## src/rtl/q15_pkg.sv

```systemverilog
package q15_pkg;

    // Default geometry of the packed operand
    localparam int LANE_W_DEF   = 16;
    localparam int LANES_DEF    = 2;
    // Position of the sticky overflow flag inside the status word
    localparam int FLAG_BIT_DEF = 21;

    // Reduction used to fold per-lane saturation events into one flag update
    function automatic logic any_lane(input logic [LANES_DEF-1:0] v);
        return |v;
    endfunction

endpackage

```

## src/rtl/q15_lane_mul.sv

```systemverilog
// Stage-one arithmetic for one lane: signed product and overflow detection
module q15_lane_mul #(
    parameter int W = 16,
    localparam int PW = 2 * W
) (
    input  logic [W-1:0]  a,
    input  logic [W-1:0]  b,
    output logic [PW-1:0] prod,
    output logic          sat
);
    localparam logic [W-1:0] MOST_NEG = {1'b1, {(W-1){1'b0}}};

    always_comb begin
        prod = PW'($signed(a) * $signed(b));
        sat  = (a == MOST_NEG) && (b == MOST_NEG);
    end
endmodule

```

## src/rtl/q15_lane_rnd.sv

```systemverilog
// Stage-two arithmetic for one lane: double, round half up, keep upper half
module q15_lane_rnd #(
    parameter int W = 16,
    localparam int PW = 2 * W
) (
    input  logic [PW-1:0] prod,
    input  logic          sat,
    output logic [W-1:0]  res
);
    localparam logic [PW-1:0] HALF_LSB = PW'(1) << (W - 1);
    localparam logic [W-1:0]  MOST_POS = {1'b0, {(W-1){1'b1}}};

    always_comb begin
        if (sat) begin
            res = MOST_POS;
        end else begin
            res = W'(((prod << 1) + HALF_LSB) >> W);
        end
    end
endmodule

```

## src/rtl/q15_stat_reg.sv

```systemverilog
// Status word with a sticky overflow bit
module q15_stat_reg #(
    parameter int DW       = 32,
    parameter int FLAG_BIT = 21
) (
    input  logic          clk,
    input  logic          rst_n,
    input  logic          wr,
    input  logic [DW-1:0] wdata,
    input  logic          set,
    output logic [DW-1:0] rdata
);
    logic [DW-1:0] st_d, st_q;

    always_comb begin
        st_d = wr ? wdata : st_q;
        if (set) begin
            st_d[FLAG_BIT] = 1'b1;
        end
    end

    always_ff @(posedge clk or negedge rst_n) begin
        if (!rst_n) begin
            st_q <= '0;
        end else begin
            st_q <= st_d;
        end
    end

    assign rdata = st_q;
endmodule

```

## src/rtl/q15_pair_mul.sv

```systemverilog
module q15_pair_mul
    import q15_pkg::*;
#(
    parameter int LANE_W   = LANE_W_DEF,
    parameter int LANES    = LANES_DEF,
    parameter int FLAG_BIT = FLAG_BIT_DEF,
    localparam int DW      = LANE_W * LANES,
    localparam int PW      = 2 * LANE_W
) (
    input  logic          clk,
    input  logic          rst_n,
    input  logic          in_valid,
    output logic          in_ready,
    input  logic [DW-1:0] op_a,
    input  logic [DW-1:0] op_b,
    output logic          out_valid,
    input  logic          out_ready,
    output logic [DW-1:0] out_data,
    input  logic          stat_wr,
    input  logic [DW-1:0] stat_wdata,
    output logic [DW-1:0] stat_rdata
);

    typedef struct packed {
        logic                      s1_v;
        logic [LANES-1:0][PW-1:0]  s1_prod;
        logic [LANES-1:0]          s1_sat;
        logic                      s2_v;
        logic [DW-1:0]             s2_data;
    } pipe_t;

    pipe_t pipe_d, pipe_q;

    logic [LANES-1:0][PW-1:0] mul_prod;
    logic [LANES-1:0]         mul_sat;
    logic [DW-1:0]            rnd_word;
    logic                     s2_free;
    logic                     s1_adv;
    logic                     accept;
    logic                     ovf_set;

    // Per-lane datapath: multiply on the inputs, round on the stage-one register
    for (genvar ln = 0; ln < LANES; ln++) begin : g_lane
        q15_lane_mul #(.W(LANE_W)) u_mul (
            .a    (op_a[ln*LANE_W +: LANE_W]),
            .b    (op_b[ln*LANE_W +: LANE_W]),
            .prod (mul_prod[ln]),
            .sat  (mul_sat[ln])
        );

        q15_lane_rnd #(.W(LANE_W)) u_rnd (
            .prod (pipe_q.s1_prod[ln]),
            .sat  (pipe_q.s1_sat[ln]),
            .res  (rnd_word[ln*LANE_W +: LANE_W])
        );
    end

    always_comb begin
        s2_free  = !pipe_q.s2_v || out_ready;
        s1_adv   = pipe_q.s1_v && s2_free;
        in_ready = !pipe_q.s1_v || s2_free;
        accept   = in_valid && in_ready;

        pipe_d = pipe_q;

        // Output stage refills whenever it is empty or being drained
        if (s2_free) begin
            pipe_d.s2_v = pipe_q.s1_v;
            if (pipe_q.s1_v) begin
                pipe_d.s2_data = rnd_word;
            end
        end

        // Product stage is free whenever its content moves on
        if (in_ready) begin
            pipe_d.s1_v = in_valid;
            if (accept) begin
                pipe_d.s1_prod = mul_prod;
                pipe_d.s1_sat  = mul_sat;
            end
        end

        ovf_set = s1_adv && (|pipe_q.s1_sat);
    end

    always_ff @(posedge clk or negedge rst_n) begin
        if (!rst_n) begin
            pipe_q <= '0;
        end else begin
            pipe_q <= pipe_d;
        end
    end

    q15_stat_reg #(.DW(DW), .FLAG_BIT(FLAG_BIT)) u_stat (
        .clk   (clk),
        .rst_n (rst_n),
        .wr    (stat_wr),
        .wdata (stat_wdata),
        .set   (ovf_set),
        .rdata (stat_rdata)
    );

    assign out_valid = pipe_q.s2_v;
    assign out_data  = pipe_q.s2_data;

endmodule

```

## config.mk

```make
export PLATFORM = sky130hd
export DESIGN_NAME = q15_pair_mul
export DESIGN_NICKNAME = d
export VERILOG_FILES = /design/src/rtl/q15_pkg.sv /design/src/rtl/q15_lane_mul.sv /design/src/rtl/q15_lane_rnd.sv /design/src/rtl/q15_stat_reg.sv /design/src/rtl/q15_pair_mul.sv
export SDC_FILE = /design/constraint.sdc
export NUM_CORES = 2
export LEC_CHECK = 0
export ABC_AREA = 1
export BUFFER_PORTS_ARGS = -buffer_cell sky130_fd_sc_hd__buf_2
export CELL_PAD_IN_SITES_DETAIL_PLACEMENT = 1
export CELL_PAD_IN_SITES_GLOBAL_PLACEMENT = 1
export CORE_AREA = 3 3 247 249
export DETAILED_ROUTE_END_ITERATION = 16
export DIE_AREA = 0 0 250 252
export PLACE_DENSITY_LB_ADDON = 0.1
export SYNTH_ARGS = -nofsm -noshare
export SYNTH_HDL_FRONTEND = slang
export SYNTH_SLANG_ARGS = --single-unit
```

## constraint.sdc

```tcl
create_clock -name clk -period 1.6 [get_ports clk]
set_input_delay 0.32 -clock clk [delete_from_list [all_inputs] [get_ports clk]]
set_output_delay 0.32 -clock clk [all_outputs]
set_load 0.005 [all_outputs]
```

==> run_results.csv <==
group,metric,value,unit
route,drt_pass1_iterations,4,
route,routedWlPerCell,18.66,µm
clocking,cts_tree,"built",
hold_path,hold_depth,2,
clocking,clk_latency,0.36,ns
yosys,syn_avg_cell_area,7.802,µm²
yosys,ys_seq_area_frac,0.1006,
die,initial_core_util,0.4307,
sta,slew_viol_final,0,
route,wl,84310,µm
grt,grt-ovfl-total,0,
hold_path,hold_class,"in -> reg",
die,die_area,63000,µm²
sta,period_minus_slack,5.119,ns
clocking,clockBufferDepth,2,
route,vias,22224,
sta,setup_viol,47,
grt,grt.met3_usage,0.01989,
yosys,ys_top_cells_by_area,"fa_1 (40%), inv_1 (14%), nand2_1 (12%)",
finish,diodes,0,
clocking,root_buffer,"clkbuf_16",
yosys,yosysTopAreaCellShare,0.4024,
outcome,violations,"setup timing",
outcome,status,"finished, violations left",
yosys,ys_warn_count,0,
grt,grt_usage,0.2706,
clocking,cts.sinks,102,
yosys,synth_mux_area_frac,0.01415,
yosys,yosysUniqueCellTypes,45,
worst_setup_path,cp_common_cell,"fa_1",
die,ioPinCount,167,
worst_setup_path,critical_path_buf_inv_count,8,
sta,slew_headroom,0.6649,
yosys,synth_fp_nets,4019,
grt,grt_first_pass_wirelength,136000,µm
worst_setup_path,cp_max_fo,7,
yosys,async_flop_share,1.000,
worst_setup_path,rr_worst_depth,9,
finish,drive_gt1_frac,0.3364,
yosys,synth_xor_area_frac,0.01174,
worst_setup_path,end_kind,"register",
die,core,58910,µm²
finish,final_core_util,0.5794,
worst_setup_path,worst-path-stages,26,
route,drc,0,
yosys,synth_fa_ha_area_frac,0.4793,
worst_setup_path,worstPathRequired,1.85,ns
finish,syn_to_final_growth,34.53,%
sta,hold_violations,0,
yosys,syn_inst,3252,
grt,grt_use_met1,0.2940,
grt,antenna_found_initial,0,
sta,grt_setup_unrepaired,"yes",
sta,fmax,0.1954,GHz
place,numPortBuffers,166,
die,rows,89,
grt,top_usage_layer,"met2",
yosys,ys.flop_type,"dfrtp_1",
place,gp_congestion,0.8783,
yosys,syn-cell-area,25370,µm²
worst_setup_path,crit_arrival,5.37,ns
flow_run,max-cap-violations,0,
grt,grt_max_degree,56,
worst_setup_path,cpPeakStageDelay,0.51,ns
die,fp.dieH,252,µm
yosys,synth_top_area_cell,"fa_1",
finish,final_nets,4507,
route,routed_via_density,4.919,
place,dp_hpwl,70260,µm
yosys,synth_enable_flop_cells,0,
worst_setup_path,r2r_setup_slack,-0.19,ns
worst_setup_path,crit_family,"adder cells",
clocking,clk_pin_slew,0.08,ns
sta,hold_slack,0.1804,ns
yosys,synth_compound_area_frac,0.03851,
grt,met2_usage,0.5374,
die,die_w,250,µm
yosys,ys_ff_latch,102,
grt,grt_pass1_vias,26577,
sta,finalCritPeriodShare,3.199,
sta,setup_ws,-3.519,ns
sta,finClkSkew,0.01201,ns
clocking,cts_buffers,9,
route,ant_nets,0,
worst_setup_path,slowest_stage,"fa_1",
worst_setup_path,cp-start-kind,"primary input",
sta,worst_pin_slew,0.4957,ns
yosys,synthSimpleGateAreaFrac,0.1841,
worst_setup_path,crit_type,"in -> reg",
route,drt_iter0_markers,599,
clocking,htree_num_levels,3,
yosys,synth_top_family_by_area,"adder cells",
placed cells by master (no fill, tap or decap), types with 32 or more instances in the layout:
master / count
inv_1: 837
a21oi_2: 32
nor2_1: 55
nand2_1: 707
fa_1: 459
dfrtp_1: 98
buf_2: 110
fa_2: 51
ha_1: 111
nand2_4: 44
ha_4: 44
nor2_4: 45
nand3_1: 47
buf_6: 73
buf_4: 403
inv_2: 101
nand2_2: 71
buf_12: 46
sequential cells by signal, summed over array words and instances (netlist names):
signal,flops
u_stat.rdata,32
out_valid,1
pipe_q,37
out_data,32
per-layer routing:
layer  part of all wire  wire length (µm)
met2               0.57             48160
met5                  0                 0
met4              0.047              3994
met3              0.017              1459
met1               0.36             30700
final timing paths:
path | startpoint | end
max | op_b[31] | pipe_q[86]
min | stat_wdata[11] | u_stat.rdata[11]
max reg2reg | pipe_q[49] | out_data[13]
min reg2reg | u_stat.rdata[24] | u_stat.rdata[24]
max in group asynchronous | rst_n | pipe_q[50]
min in group asynchronous | rst_n | u_stat.rdata[15]
cells in the mapped netlist (15+ instances only):
library cell  number
a21oi_1           66
buf_4             37
clkbuf_1         119
dfrtp_1          102
fa_1             510
ha_1             156
inv_1            944
mux2_2            31
nand2_1          819
nand3_1           83
nand4_1           23
nor2_1           121
nor4_1            18
o21ai_0           37
o22ai_1           15
xnor2_1           16
xor2_1            18
metrics by stage:
stage | setup WS (ns) | TNS [ns] | instance area, µm² | instances
after CTS | -3.499 | -114.34 | 32670 | 4475
after global routing | -3.709 | -123.91 | 34130 | 4518
after detailed placement | -4.218 | -136.72 | 30100 | 4398
after floorplan | -3.606 | -115.71 | 26660 | 3252
final | -3.519 | -116.48 | 34130 | 4518
after global placement | -4.202 | -133.86 | 30100 | 4398
layout make-up:
cell class | instances | area (µm²)
Clock buffer | 9 | 225.2
Inverter | 946 | 3575
Fill cell | 6999 | 24770
Tap cell | 773 | 967.2
Timing Repair inverter | 1 | 7.507
Timing Repair Buffer | 649 | 5602
Sequential cell | 102 | 2557
Multi-Input combinational cell | 2031 | 21110
Clock inverter | 7 | 86.33
cell families (layout without fill, tap and decap cells):
kind of cell               Yosys count  after routing
AOI/OAI and AO/OA                  169            169
muxes                               32             32
adders and majority gates          666            666
buffers and inverters             1119           1612
xor gates and xnor gates            34             34
DFF                                102            102
and+or+nand+nor                   1130           1130
what timing repair did:
action,in CTS,in global routing
buffers inserted,57,47
endpoints found under the hold margin,7,0
pin swaps,171,235
gates resized for setup,473,314
hold buffers,1,0
gates cloned,4,0
endpoints found under the setup margin,47,58
Power is not shown: default switching activity piles up to over one toggle a cycle in this logic, so the estimate is an artifact.
